**config.mk**
```make
export PLATFORM = sky130hd
export DESIGN_NAME = ide_dma_seq
export DESIGN_NICKNAME = d
export VERILOG_FILES = /design/src/rtl/ide_dma_seq_pkg.sv /design/src/rtl/ide_dma_seq_cnt.sv /design/src/rtl/ide_dma_seq_off.sv /design/src/rtl/ide_dma_seq.sv
export SDC_FILE = /design/constraint.sdc
export NUM_CORES = 1
export LEC_CHECK = 0
export ABC_AREA = 1
export CAP_MARGIN = 20
export CORE_ASPECT_RATIO = 1.1
export CORE_MARGIN = 8
export CORE_UTILIZATION = 40
export CTS_BUF_LIST = sky130_fd_sc_hd__clkbuf_8
export DETAILED_ROUTE_END_ITERATION = 10
export PLACE_DENSITY = 0.6
export SLEW_MARGIN = 25
export SYNTH_ARGS = -nofsm -noshare
export SYNTH_HDL_FRONTEND = slang
export SYNTH_HIERARCHICAL = 1
export SYNTH_SLANG_ARGS = --single-unit
```
**constraint.sdc**
```tcl
create_clock -name clk -period 3.4 [get_ports clk]
set_input_delay 0.34 -clock clk [delete_from_list [all_inputs] [get_ports clk]]
set_output_delay 0.34 -clock clk [all_outputs]
set_load 0.005 [all_outputs]
```
**src/rtl/ide_dma_seq_pkg.sv**
```systemverilog
// Shared constants and types for the IDE DMA transfer sequencer.
package ide_dma_seq_pkg;
    localparam logic [7:0] ST_READY = 8'h40;
    localparam logic [7:0] ST_SEEK  = 8'h10;
    localparam logic [7:0] ST_ERR   = 8'h01;

    typedef enum logic [1:0] {
        DIR_RD   = 2'd0,
        DIR_WR   = 2'd1,
        DIR_RSV2 = 2'd2,
        DIR_RSV3 = 2'd3
    } dir_e;

    typedef enum logic {
        S_IDLE = 1'b0,
        S_WAIT = 1'b1
    } state_e;
endpackage

```
**src/rtl/ide_dma_seq_cnt.sv**
```systemverilog
// Byte bookkeeping for one command: a signed count of bytes still owed and
// a running byte index. Assumes load and adv are never high together.
module ide_dma_seq_cnt #(
    parameter int BYTEW = 20
) (
    input  logic             clk,
    input  logic             rst_n,
    input  logic             load,
    input  logic [BYTEW-1:0] load_bytes,
    input  logic             adv,
    input  logic [BYTEW-1:0] adv_len,
    output logic             rem_pos,
    output logic [BYTEW-1:0] rem_bytes,
    output logic [BYTEW-1:0] idx
);
    logic signed [BYTEW:0] rem_q;

    // Load on start, step by the chunk length on each issued request.
    always_ff @(posedge clk) begin
        if (!rst_n) begin
            rem_q <= '0;
            idx   <= '0;
        end else if (load) begin
            rem_q <= $signed({1'b0, load_bytes});
            idx   <= '0;
        end else if (adv) begin
            rem_q <= rem_q - $signed({1'b0, adv_len});
            idx   <= idx + adv_len;
        end
    end

    // Positive test and magnitude view for the comparison logic.
    always_comb begin
        rem_pos   = (rem_q > 0);
        rem_bytes = rem_q[BYTEW-1:0];
    end
endmodule

```
**src/rtl/ide_dma_seq_off.sv**
```systemverilog
// Storage byte offset: base block scaled by the drive's block size, plus the
// running index. Disk blocks are 512 bytes and packet blocks 2048 bytes.
module ide_dma_seq_off #(
    parameter int LBAW  = 16,
    parameter int BYTEW = 20,
    parameter int OFFW  = 28
) (
    input  logic             optical,
    input  logic [LBAW-1:0]  sector,
    input  logic [LBAW-1:0]  blk,
    input  logic [BYTEW-1:0] idx,
    output logic [OFFW-1:0]  offset
);
    localparam int DISK_SH = 9;
    localparam int PKT_SH  = 11;

    logic [OFFW-1:0] base_disk, base_pkt;

    // Scale each base by its block size, then add the index.
    always_comb begin
        base_disk = OFFW'(sector) << DISK_SH;
        base_pkt  = OFFW'(blk) << PKT_SH;
        offset    = (optical ? base_pkt : base_disk) + OFFW'(idx);
    end
endmodule

```
**src/rtl/ide_dma_seq.sv**
```systemverilog
// IDE DMA transfer sequencer. A descriptor engine offers chunks one at a
// time, and each chunk is parked, closed, copied, or turned into a single
// storage request. Assumes storage answers every request with st_ack.
module ide_dma_seq
    import ide_dma_seq_pkg::*;
#(
    parameter int SECW  = 8,
    parameter int BYTEW = 20,
    parameter int LBAW  = 16
) (
    input  logic                 clk,
    input  logic                 rst_n,
    input  logic                 start,
    input  logic                 start_optical,
    input  logic [1:0]           start_dir,
    input  logic [SECW-1:0]      sector_count,
    input  logic [BYTEW-1:0]     packet_size,
    input  logic [LBAW-1:0]      start_sector,
    input  logic [LBAW-1:0]      block_addr,
    output logic                 kick,
    input  logic                 chunk_valid,
    input  logic [BYTEW-1:0]     chunk_len,
    output logic                 chunk_ready,
    output logic                 chunk_done,
    output logic                 chunk_parked,
    output logic                 st_req,
    output logic                 st_write,
    output logic [LBAW+11:0]     st_offset,
    output logic [BYTEW-1:0]     st_len,
    input  logic                 st_ack,
    input  logic                 st_err,
    output logic                 copy_valid,
    output logic [BYTEW-1:0]     copy_len,
    output logic                 cmd_done,
    output logic                 err,
    output logic                 drive_irq,
    output logic                 dma_active,
    output logic [7:0]           status
);
    localparam int OFFW = LBAW + 12;

    state_e           state;
    logic             opt_q;
    dir_e             dir_q;
    logic [LBAW-1:0]  sector_q, blk_q;
    logic             accept, no_addr, dir_ok, len_zero, issue;
    logic             rem_pos;
    logic [BYTEW-1:0] rem_bytes, idx, load_bytes;
    logic [OFFW-1:0]  off_now;

    // Decode the offered chunk against the latched command.
    always_comb begin
        chunk_ready = (state == S_IDLE);
        accept      = chunk_valid && chunk_ready && !start;
        no_addr     = opt_q && (&blk_q);
        dir_ok      = (dir_q == DIR_RD) || (dir_q == DIR_WR);
        len_zero    = (chunk_len == '0);
        issue       = accept && dma_active && rem_pos && !len_zero && !no_addr && dir_ok;
        load_bytes  = start_optical ? packet_size : BYTEW'({sector_count, 9'b0});
    end

    ide_dma_seq_cnt #(.BYTEW(BYTEW)) u_cnt (
        .clk(clk), .rst_n(rst_n),
        .load(start), .load_bytes(load_bytes),
        .adv(issue), .adv_len(chunk_len),
        .rem_pos(rem_pos), .rem_bytes(rem_bytes), .idx(idx)
    );

    ide_dma_seq_off #(.LBAW(LBAW), .BYTEW(BYTEW), .OFFW(OFFW)) u_off (
        .optical(opt_q), .sector(sector_q), .blk(blk_q),
        .idx(idx), .offset(off_now)
    );

    // Command sequencing, request handshake and status reporting.
    always_ff @(posedge clk) begin
        if (!rst_n) begin
            state <= S_IDLE;  opt_q <= 1'b0;  dir_q <= DIR_RD;
            sector_q <= '0;   blk_q <= '0;
            kick <= 1'b0;     chunk_done <= 1'b0;  chunk_parked <= 1'b0;
            st_req <= 1'b0;   st_write <= 1'b0;    st_offset <= '0;  st_len <= '0;
            copy_valid <= 1'b0;  copy_len <= '0;
            cmd_done <= 1'b0; err <= 1'b0;  drive_irq <= 1'b0;
            dma_active <= 1'b0;  status <= 8'h00;
        end else begin
            kick <= 1'b0;  chunk_done <= 1'b0;  chunk_parked <= 1'b0;
            copy_valid <= 1'b0;  cmd_done <= 1'b0;  err <= 1'b0;
            if (start) begin
                opt_q <= start_optical;  dir_q <= dir_e'(start_dir);
                sector_q <= start_sector;  blk_q <= block_addr;
                state <= S_IDLE;  st_req <= 1'b0;
                dma_active <= 1'b1;  kick <= 1'b1;
                drive_irq <= 1'b0;  status <= 8'h00;
            end else if (state == S_WAIT) begin
                if (st_ack) begin
                    st_req <= 1'b0;  state <= S_IDLE;  chunk_done <= 1'b1;
                    if (st_err) begin
                        err <= 1'b1;  status <= ST_READY | ST_ERR;
                        drive_irq <= 1'b1;  dma_active <= 1'b0;
                    end
                end
            end else if (accept) begin
                if (!dma_active) begin
                    chunk_parked <= 1'b1;
                end else if (!rem_pos || (no_addr && !len_zero)) begin
                    if (rem_pos) begin
                        copy_valid <= 1'b1;
                        copy_len   <= (rem_bytes < chunk_len) ? rem_bytes : chunk_len;
                    end
                    cmd_done <= 1'b1;  chunk_done <= 1'b1;
                    status <= ST_READY | ST_SEEK;
                    drive_irq <= 1'b1;  dma_active <= 1'b0;
                end else if (len_zero) begin
                    chunk_done <= 1'b1;
                end else if (!dir_ok) begin
                    err <= 1'b1;  chunk_done <= 1'b1;
                    status <= ST_READY | ST_ERR;
                    drive_irq <= 1'b1;  dma_active <= 1'b0;
                end else begin
                    st_req <= 1'b1;  st_write <= (dir_q == DIR_WR);
                    st_offset <= off_now;  st_len <= chunk_len;
                    state <= S_WAIT;
                end
            end
        end
    end
endmodule

```
==> qor.yml, run 1 <==
status: "complete, no violations"
start_kind: "register"
crit_type: "reg2reg"
cp_max_fo: 19
first_global_vias: 10400
worst_pin_slew_ps: 1000
netlist_area_um2: 10600
place_ws_ps: 548
via_count: 10600
routabilityCongestion: 0.914
clk_pin_slew_worst_paths_ps: 110
endpoint_kind: "register"
crit_arrival_ps: 3100
cts_max_path_buffers: 2
insertion_delay_ps: 470
antenna_left: 0
vias_per_cell: 5.07
worstHoldStart: "rst_n"
initial_core_util_pct: 40.6
fillers: 2727
rr_endpoint: "st_offset[27]"
wl_mm: 34.6
first_pass_iters: 5
htreeDepth: 4
fin_nets: 1893
setup_ws_ps: 707
synthSimpleGateAreaFrac_pct: 33.2
period_share_pct: 79.2
fmaxAchievable_ghz: 0.371
dpl-instance-area_um2: 12400
fp.dieW_um: 171
hold_viol_final: 0
setup_viol: 0
synth_seq_cells: 157
clock-sinks: 157
postCtsSetupRepairBufs: 0
grt_max_degree: 54
hold_path.class: "in2reg"
drive_gt1_share_pct: 7.39
hold_depth: 3
stdcell_area_um2: 12800
reg2regPathDepth: 11
synth_xor_area_share_pct: 1.65
yosysWarnings: 6
synthAdderAreaFrac_pct: 8.72
hpwl_mm: 27.0
coreArea_um2: 26100
syn_area_per_cell_um2: 6.62
ir_drop_v: 0.000239
leakage_nw: 6.20
die-area_um2: 31900
setup_tns_ps: 0
synth_cell_type_count: 48
r2r-start: "opt_q"
fp-row-count: 62
ys.flop_type: "dfxtp_1"
reg2reg_slack_ps: 710
dp.cells: 2065
drc: 0
stdcell_count: 2097
synthCells: 1600
cts_inserted_buffers: 17
ys_seq_area_share_pct: 29.7
final_max_slew_viol_count: 0
diodes: 0
synth_top_family_by_area: "simple AND/OR/NAND/NOR gates"
cts_hold_buffers: 0
finClkSkew_ps: 24.8
cts_resized: 0
power_mw: 4.29
routedWlPerCell_um: 16.5
grt_pass1_wl_mm: 55.5
drt_iter0_drc: 574
pin_count: 176
maxCapViolations: 0
cts_root_buf: "clkbuf_8"
critPathRequiredTime_ps: 3810
muxShareOfSynthArea_pct: 0
fin_crit_ps: 2690
hold_path_end: "u_cnt/rem_q[18]"
synth_compound_area_share_pct: 14.2
dieHeight_um: 187
async_reset_ff_share_pct: 0
grt_overflow: 0
synth_edf_count: 0
track_usage_pct: 21.7
rsz0062_at_grt: "false"
slew_headroom_pct: 32.9
cts_tree: "yes"
portBuffers: 170
areaGrowthSynthToFinish_pct: 20.8
antenna_found_initial: 0
p_per_area_nw_per_um2: 335
## worst max path at each step
| stage | slack, ps | endpoint | start |
|---|---|---|---|
| after floorplan | 1150 | u_cnt/rem_q[11] | u_cnt/rem_q[3] |
| after global placement | 560 | u_cnt/idx[16] | chunk_len[9] |
| after detailed placement | 550 | u_cnt/idx[8] | chunk_len[9] |
| after CTS | 660 | st_offset[27] | opt_q |
| after global routing | 430 | st_offset[27] | opt_q |
| final | 710 | st_offset[27] | opt_q |
## logic make-up after synthesis
logic type,Yosys count
adders and majority gates,72
xor gates and xnor gates,20
AOI/OAI and AO/OA,248
and+or+nand+nor,813
buffers and inverters,289
DFF,157
other,1
## cell usage in the layout (no fill, tap or decap), types with 3 or more instances in the layout
master,count
nand2_2,18
a22oi_1,15
nand4_1,30
nand2_4,3
nor2_1,212
nand3b_1,8
a22o_1,26
nor3_1,7
inv_2,8
nor2_2,17
o21a_1,21
o21ai_0,45
fa_1,3
a21oi_2,4
inv_8,4
nor4_1,9
o21ai_1,39
o21bai_1,6
inv_1,191
nor2_4,4
buf_4,25
nand3_2,8
inv_6,6
nand2_1,400
dfxtp_1,157
clkdlybuf4s50_1,169
xor2_1,16
nand3_1,93
a21oi_1,73
clkbuf_8,18
a31oi_1,3
ha_1,69
conb_1,5
a21o_1,8
xnor2_1,4
## cells in the mapped netlist (all sizes together) (2+ instances only)
cell type,n,area [µm²]
nand2,421,1650
nor2,233,945
inv,200,756
dfxtp,157,3140
nand3,101,546
o21ai,86,438
a21oi,77,400
ha,69,863
buf,54,403
clkbuf,33,150
nand4,30,188
a22o,26,228
o21a,21,158
xor2,16,140
a22oi,15,113
nand3b,9,80.1
nor4,9,56.3
a21o,8,60.1
nor3,7,35.0
o21bai,6,45.0
xnor2,4,35.0
a31oi,3,18.8
fa,3,60.1
clkinv,2,7.51
o211ai,2,15.0
or2,2,12.5
## worst max-delay path, stage by stage, from the launching register on
cell	delay [ps]
dfxtp_1	580
nor2_1	360
ha_1	260
inv_1	60
fa_1	420
o21ai_2	220
nand2_1	70
nand2_1	140
nand3_2	120
a21oi_1	220
o21ai_1	100
nor2_1	90
## stage by stage
stage                     hold WS, ps  util (%)
after CTS                         335      49.1
after floorplan                   419         -
after global routing              360      49.1
after global placement            451      47.6
after detailed placement          455      47.6
final                             355      49.1
## state kept, by name (all words and copies together) (netlist names)
register,count
chunk_parked,1
st_req,1
kick,1
opt_q,1
u_cnt/idx,20
dir_q,2
st_offset,28
dma_active,1
sector_q,16
copy_valid,1
status,3
chunk_done,1
copy_len,20
st_write,1
blk_q,16
state,1
err,1
st_len,20
u_cnt/rem_q,21
cmd_done,1
## cell type report
cell class	instances	area, µm²	share of cell area, %
Clock inverter	14	145	1.13
Multi-Input combinational cell	1158	6150	48.1
Tap cell	352	440	3.44
Timing Repair Buffer	196	1900	14.9
Clock buffer	18	248	1.94
Inverter	202	763	5.97
Sequential cell	157	3140	24.6
## routing by layer
metal	up-vias	global-route usage [%]	share of wire [%]
li1	5398	-	-
met2	272	39.2	50
met3	42	3.08	4.6
met1	4912	25.9	43
met5	-	0	0
met4	0	6.33	2.3
## where the power goes
part           leakage, nW  internal, mW  switching, mW  total [mW]
logic                 4.72         0.379          0.516       0.895
clock network        0.194         0.569          0.845        1.41
registers             1.28          1.91         0.0664        1.98
(Power assumes the default switching activity.)
==> inputs of run 2 (changes only) <==
--- a/config.mk
+++ b/config.mk
@@ -12,7 +12,7 @@
 export CORE_UTILIZATION = 40
 export CTS_BUF_LIST = sky130_fd_sc_hd__clkbuf_8
 export DETAILED_ROUTE_END_ITERATION = 10
-export PLACE_DENSITY = 0.6
+export PLACE_DENSITY = 0.62
 export SLEW_MARGIN = 25
 export SYNTH_ARGS = -nofsm -noshare
 export SYNTH_HDL_FRONTEND = slang
==> constraint.sdc (replaced) <==
create_clock -name clk -period 2.3 [get_ports clk]
set_input_delay 0.23 -clock clk [delete_from_list [all_inputs] [get_ports clk]]
set_output_delay 0.23 -clock clk [all_outputs]
set_load 0.005 [all_outputs]
==> run 2 against run 1 <==
Net effect: worst setup slack lost 610 ps; core utilization up 4.7 points; clock-buffer cell count fell by 1; via count is 3.7% higher.
==> qor.yml, run 2 (synthesized netlist as in run 1, its figures left out) <==
status: "complete, no violations"
setup_ws_ps: 92.0
cts_tree: "yes"
r2r-start: "u_cnt/rem_q[15]"
cts_max_path_buffers: 2
hold_depth: 3
leakage_nw: 6.85
endpoint_kind: "register"
period_share_pct: 96.0
vias_per_cell: 4.94
ir_drop_v: 0.000348
setup_viol: 0
drive_gt1_share_pct: 15.7
diodes: 0
insertion_delay_ps: 470
cts_root_buf: "clkbuf_8"
dieHeight_um: 187
first_global_vias: 10800
largest_reg_flops: 28
final_max_slew_viol_count: 0
fp.dieW_um: 171
drt_iter0_drc: 633
maxCapViolations: 0
grt_max_degree: 82
hpwl_mm: 28.2
start_kind: "register"
reg_top3: "st_offset: 28 flops, u_cnt/rem_q: 21 flops"
hold_path_end: "st_len[12]"
clk_pin_slew_worst_paths_ps: 100
rr_endpoint: "u_cnt/idx[19]"
htreeDepth: 4
via_count: 11000
layout_common_cells: "nand2_1, nor2_1, inv_1"
coreArea_um2: 26100
hold_viol_final: 0
fin_crit_ps: 2210
grt_overflow: 0
stdcell_area_um2: 14000
initial_core_util_pct: 40.6
routabilityCongestion: 0.938
areaGrowthSynthToFinish_pct: 32.3
crit_arrival_ps: 2600
rsz0062_at_grt: "true"
dpl-instance-area_um2: 13400
fmaxAchievable_ghz: 0.453
clock-sinks: 157
crit_type: "reg2reg"
track_usage_pct: 21.9
drc: 0
pin_count: 176
power_mw: 6.45
portBuffers: 170
finClkSkew_ps: 17.3
antenna_left: 0
p_per_area_nw_per_um2: 460
grt_pass1_wl_mm: 56.0
fillers: 2683
place_ws_ps: -227
cts_inserted_buffers: 17
antenna_found_initial: 0
reg2regPathDepth: 15
slew_headroom_pct: 59.8
worstHoldStart: "rst_n"
critPathRequiredTime_ps: 2690
top_register: "st_offset"
fp-row-count: 62
hold_path.class: "in2reg"
final_common_cell: "nand2_1"
wl_mm: 35.1
cp_max_fo: 10
first_pass_iters: 5
routedWlPerCell_um: 15.8
die-area_um2: 31900
reg2reg_slack_ps: 90
fin_nets: 2024
worst_pin_slew_ps: 603
## run 2: cell types whose count changed in the layout (fill, tap and decap cells not counted), moves of 4 or more
cell / before / now
a21oi_2: 4 / 9
ha_4: 0 / 8
buf_4: 25 / 150
nor2_4: 4 / 8
dfxtp_1: 157 / 152
dfxtp_2: 0 / 5
ha_1: 69 / 60
a21oi_1: 73 / 68
o21ai_0: 45 / 41
## run 2: worst max-delay path by stage
stage | from | endpoint | slack [ps]
6_report | u_cnt/rem_q[15] | u_cnt/idx[19] | 90
5_1_grt | opt_q | st_offset[25] | -30
4_1_cts | u_cnt/rem_q[14] | u_cnt/rem_q[1] | 3
3_5_place_dp | chunk_len[0] | u_cnt/rem_q[20] | -230
3_3_place_gp | chunk_len[0] | u_cnt/rem_q[20] | -170
2_1_floorplan | u_cnt/rem_q[3] | u_cnt/rem_q[11] | 50
## run 2: repair_timing
item	CTS	global route
setup buffers	1	1
setup endpoints to repair	33	65
hold endpoints to repair	0	0
resized for setup	11	44
pin swaps	4	6
hold buffers	0	0
gates cloned	0	1
## run 2: worst max-delay path, stage by stage (launching register included)
cell      delay (ps)
dfxtp_1          330
nor4_1           410
nand2_1          120
o21bai_2         250
inv_2             70
inv_2             70
nor2_4            40
inv_2             50
nor2_4            40
nand2_4           90
inv_6             60
inv_2            100
buf_4            120
buf_4            170
nand2_1           80
a21oi_2          120
## run 2: final cells by class
class,count,area (µm²),share of cell area (%)
multi-input combinational,1158,6340,45.2
sequential,157,3150,22.5
timing repair buffer,327,2950,21.1
inverter,202,771,5.50
tap,352,440,3.14
clock buffer,17,234,1.67
clock inverter,15,126,0.902
## run 2: where the power goes
group          switching, mW  internal (mW)  leakage [nW]
clock                   1.17          0.782         0.186
combinational          0.848          0.755          5.38
sequential            0.0693           2.82          1.28
## run 2: layer usage
metal,GRT usage (%),vias to the layer above,wire length [µm]
li1,-,5665,-
met1,25.1,5062,14500
met2,40.6,249,18300
met3,2.87,38,1450
met4,7.23,0,871
met5,0,-,0
## run 2: through the flow
| step | hold slack [ps] | utilization, % | instances | setup TNS [ps] |
|---|---|---|---|---|
| 6_report | 177 | 53.8 | 2228 | 0 |
| 2_1_floorplan | 309 | - | 1604 | 0 |
| 5_1_grt | 167 | 53.8 | 2228 | -98.2 |
| 3_5_place_dp | 456 | 51.4 | 2194 | -6190 |
| 3_3_place_gp | 454 | 51.4 | 2194 | -4350 |
| 4_1_cts | 134 | 52.9 | 2227 | 0 |
==> inputs of run 3 (changes only) <==
--- a/config.mk
+++ b/config.mk
@@ -7,12 +7,14 @@
 export LEC_CHECK = 0
 export ABC_AREA = 1
 export CAP_MARGIN = 20
+export CELL_PAD_IN_SITES_DETAIL_PLACEMENT = 1
+export CELL_PAD_IN_SITES_GLOBAL_PLACEMENT = 1
 export CORE_ASPECT_RATIO = 1.1
-export CORE_MARGIN = 8
-export CORE_UTILIZATION = 40
+export CORE_MARGIN = 2
+export CORE_UTILIZATION = 35
 export CTS_BUF_LIST = sky130_fd_sc_hd__clkbuf_8
 export DETAILED_ROUTE_END_ITERATION = 10
-export PLACE_DENSITY = 0.62
+export PLACE_DENSITY = 0.75
 export SLEW_MARGIN = 25
 export SYNTH_ARGS = -nofsm -noshare
 export SYNTH_HDL_FRONTEND = slang
==> run 3 against run 2 <==
Net effect: clock skew grew 11 ps; sequential share of layout area shrank 0.094 points; die area shrank 0.87%; non-clock buffer count grew 1; worst setup slack gained 32 ps.
==> qor.yml, run 3 (synthesized netlist as in run 1, its figures left out) <==
final_max_slew_viol_count: 0
cts_max_path_buffers: 2
power_mw: 6.67
fin_crit_ps: 2180
diodes: 0
grt_overflow: 0
drt_iter0_drc: 454
cts_inserted_buffers: 17
pin_count: 176
routedWlPerCell_um: 17.1
top_layer: "met4"
wl_met1_mm: 16.0
routabilityCongestion: 0.876
via_count: 11300
finClkSkew_ps: 28.6
wl_met2_mm: 20.1
drc: 0
worst_pin_slew_ps: 605
first_pass_iters: 4
crit_type: "reg2reg"
fp-row-count: 66
insertion_delay_ps: 500
maxCapViolations: 0
rsz0062_at_grt: "true"
antenna_left: 0
cts_tree: "yes"
grt_max_degree: 62
first_global_vias: 12100
p_per_area_nw_per_um2: 474
areaGrowthSynthToFinish_pct: 33.0
top_register: "st_offset"
slew_headroom_pct: 59.6
vias_per_cell: 5.03
regArea_um2: 3150
layout_common_cells: "nand2_1, nor2_1, inv_1"
die-area_um2: 31700
final_util_pct: 47.5
fillers: 3876
htreeDepth: 4
portBuffers: 170
endpoint_kind: "register"
final_common_cell: "nand2_1"
wl_mm: 38.5
hpwl_mm: 30.7
status: "complete, no violations"
reg2regPathDepth: 14
coreArea_um2: 29600
fp.dieW_um: 170
hold_viol_final: 0
dieHeight_um: 186
cts_hold_buffers: 0
hold_depth: 3
initial_core_util_pct: 35.7
ir_drop_v: 0.000289
wl_met3_mm: 1.05
track_usage_pct: 24.7
leakage_nw: 6.89
start_kind: "register"
reg_top3: "st_offset: 28 flops, u_cnt/rem_q: 21 flops"
setup_ws_ps: 124
period_share_pct: 94.6
setup_viol: 0
crit_arrival_ps: 2570
antenna_found_initial: 1
fmaxAchievable_ghz: 0.460
critPathRequiredTime_ps: 2700
clk_pin_slew_worst_paths_ps: 110
cp_max_fo: 10
hold_path.class: "in2reg"
grt_pass1_wl_mm: 61.7
cts_root_buf: "clkbuf_8"
fin_nets: 2025
largest_reg_flops: 28
place_ws_ps: -326
multi_input_area_um2: 6330
drive_gt1_share_pct: 15.9
clock-sinks: 157
[run 3: power breakdown]
| part | switching (mW) | internal (mW) |
|---|---|---|
| Clock | 1.31 | 0.827 |
| Combinational | 0.882 | 0.757 |
| Sequential | 0.0753 | 2.82 |
[run 3: critical path, cell delays in order (launching register included)]
cell	delay, ps
dfxtp_4	380
buf_4	150
inv_6	60
nand2_1	60
nand2_1	130
ha_4	330
nand2_1	70
o21ai_2	200
nand2_1	70
nand2_1	130
nand3_2	130
nand3_1	120
nand2_1	60
o21ai_1	140
nor2_1	60
[run 3: through the flow]
step	TNS (ps)	cells	area, µm²	hold WS [ps]
4_1_cts	0	2250	13900	106
6_report	0	2251	14100	133
3_5_place_dp	-22500	2214	13400	456
2_1_floorplan	0	1604	10600	309
3_3_place_gp	-13660	2214	13400	454
5_1_grt	-140	2251	14100	141
[run 3: per-layer routing]
layer | vias to the layer above | global-route usage [%]
li1 | 5643 | -
met1 | 5403 | 28.1
met2 | 198 | 45.5
met3 | 70 | 3.48
met4 | 0 | 10.5
met5 | - | 0
[run 3: cell type report]
class | instances | area share, %
Timing Repair Buffer | 328 | 21.0
Tap cell | 374 | 3.32
Sequential cell | 157 | 22.4
Multi-Input combinational cell | 1158 | 45.0
Clock inverter | 15 | 1.19
Inverter | 202 | 5.46
Clock buffer | 17 | 1.66
[run 3: final timing paths]
kind | start | end | slack, ps
max | opt_q | st_offset[23] | 120
min | rst_n | st_len[13] | 130
max reg2reg | opt_q | st_offset[23] | 120
min reg2reg | blk_q[13] | blk_q[13] | 480
[run 3: repair_timing]
action,CTS,global route
cloned,0,0
pin swaps,6,10
resized for setup,12,44
setup endpoints to repair,59,71
setup buffers,4,1
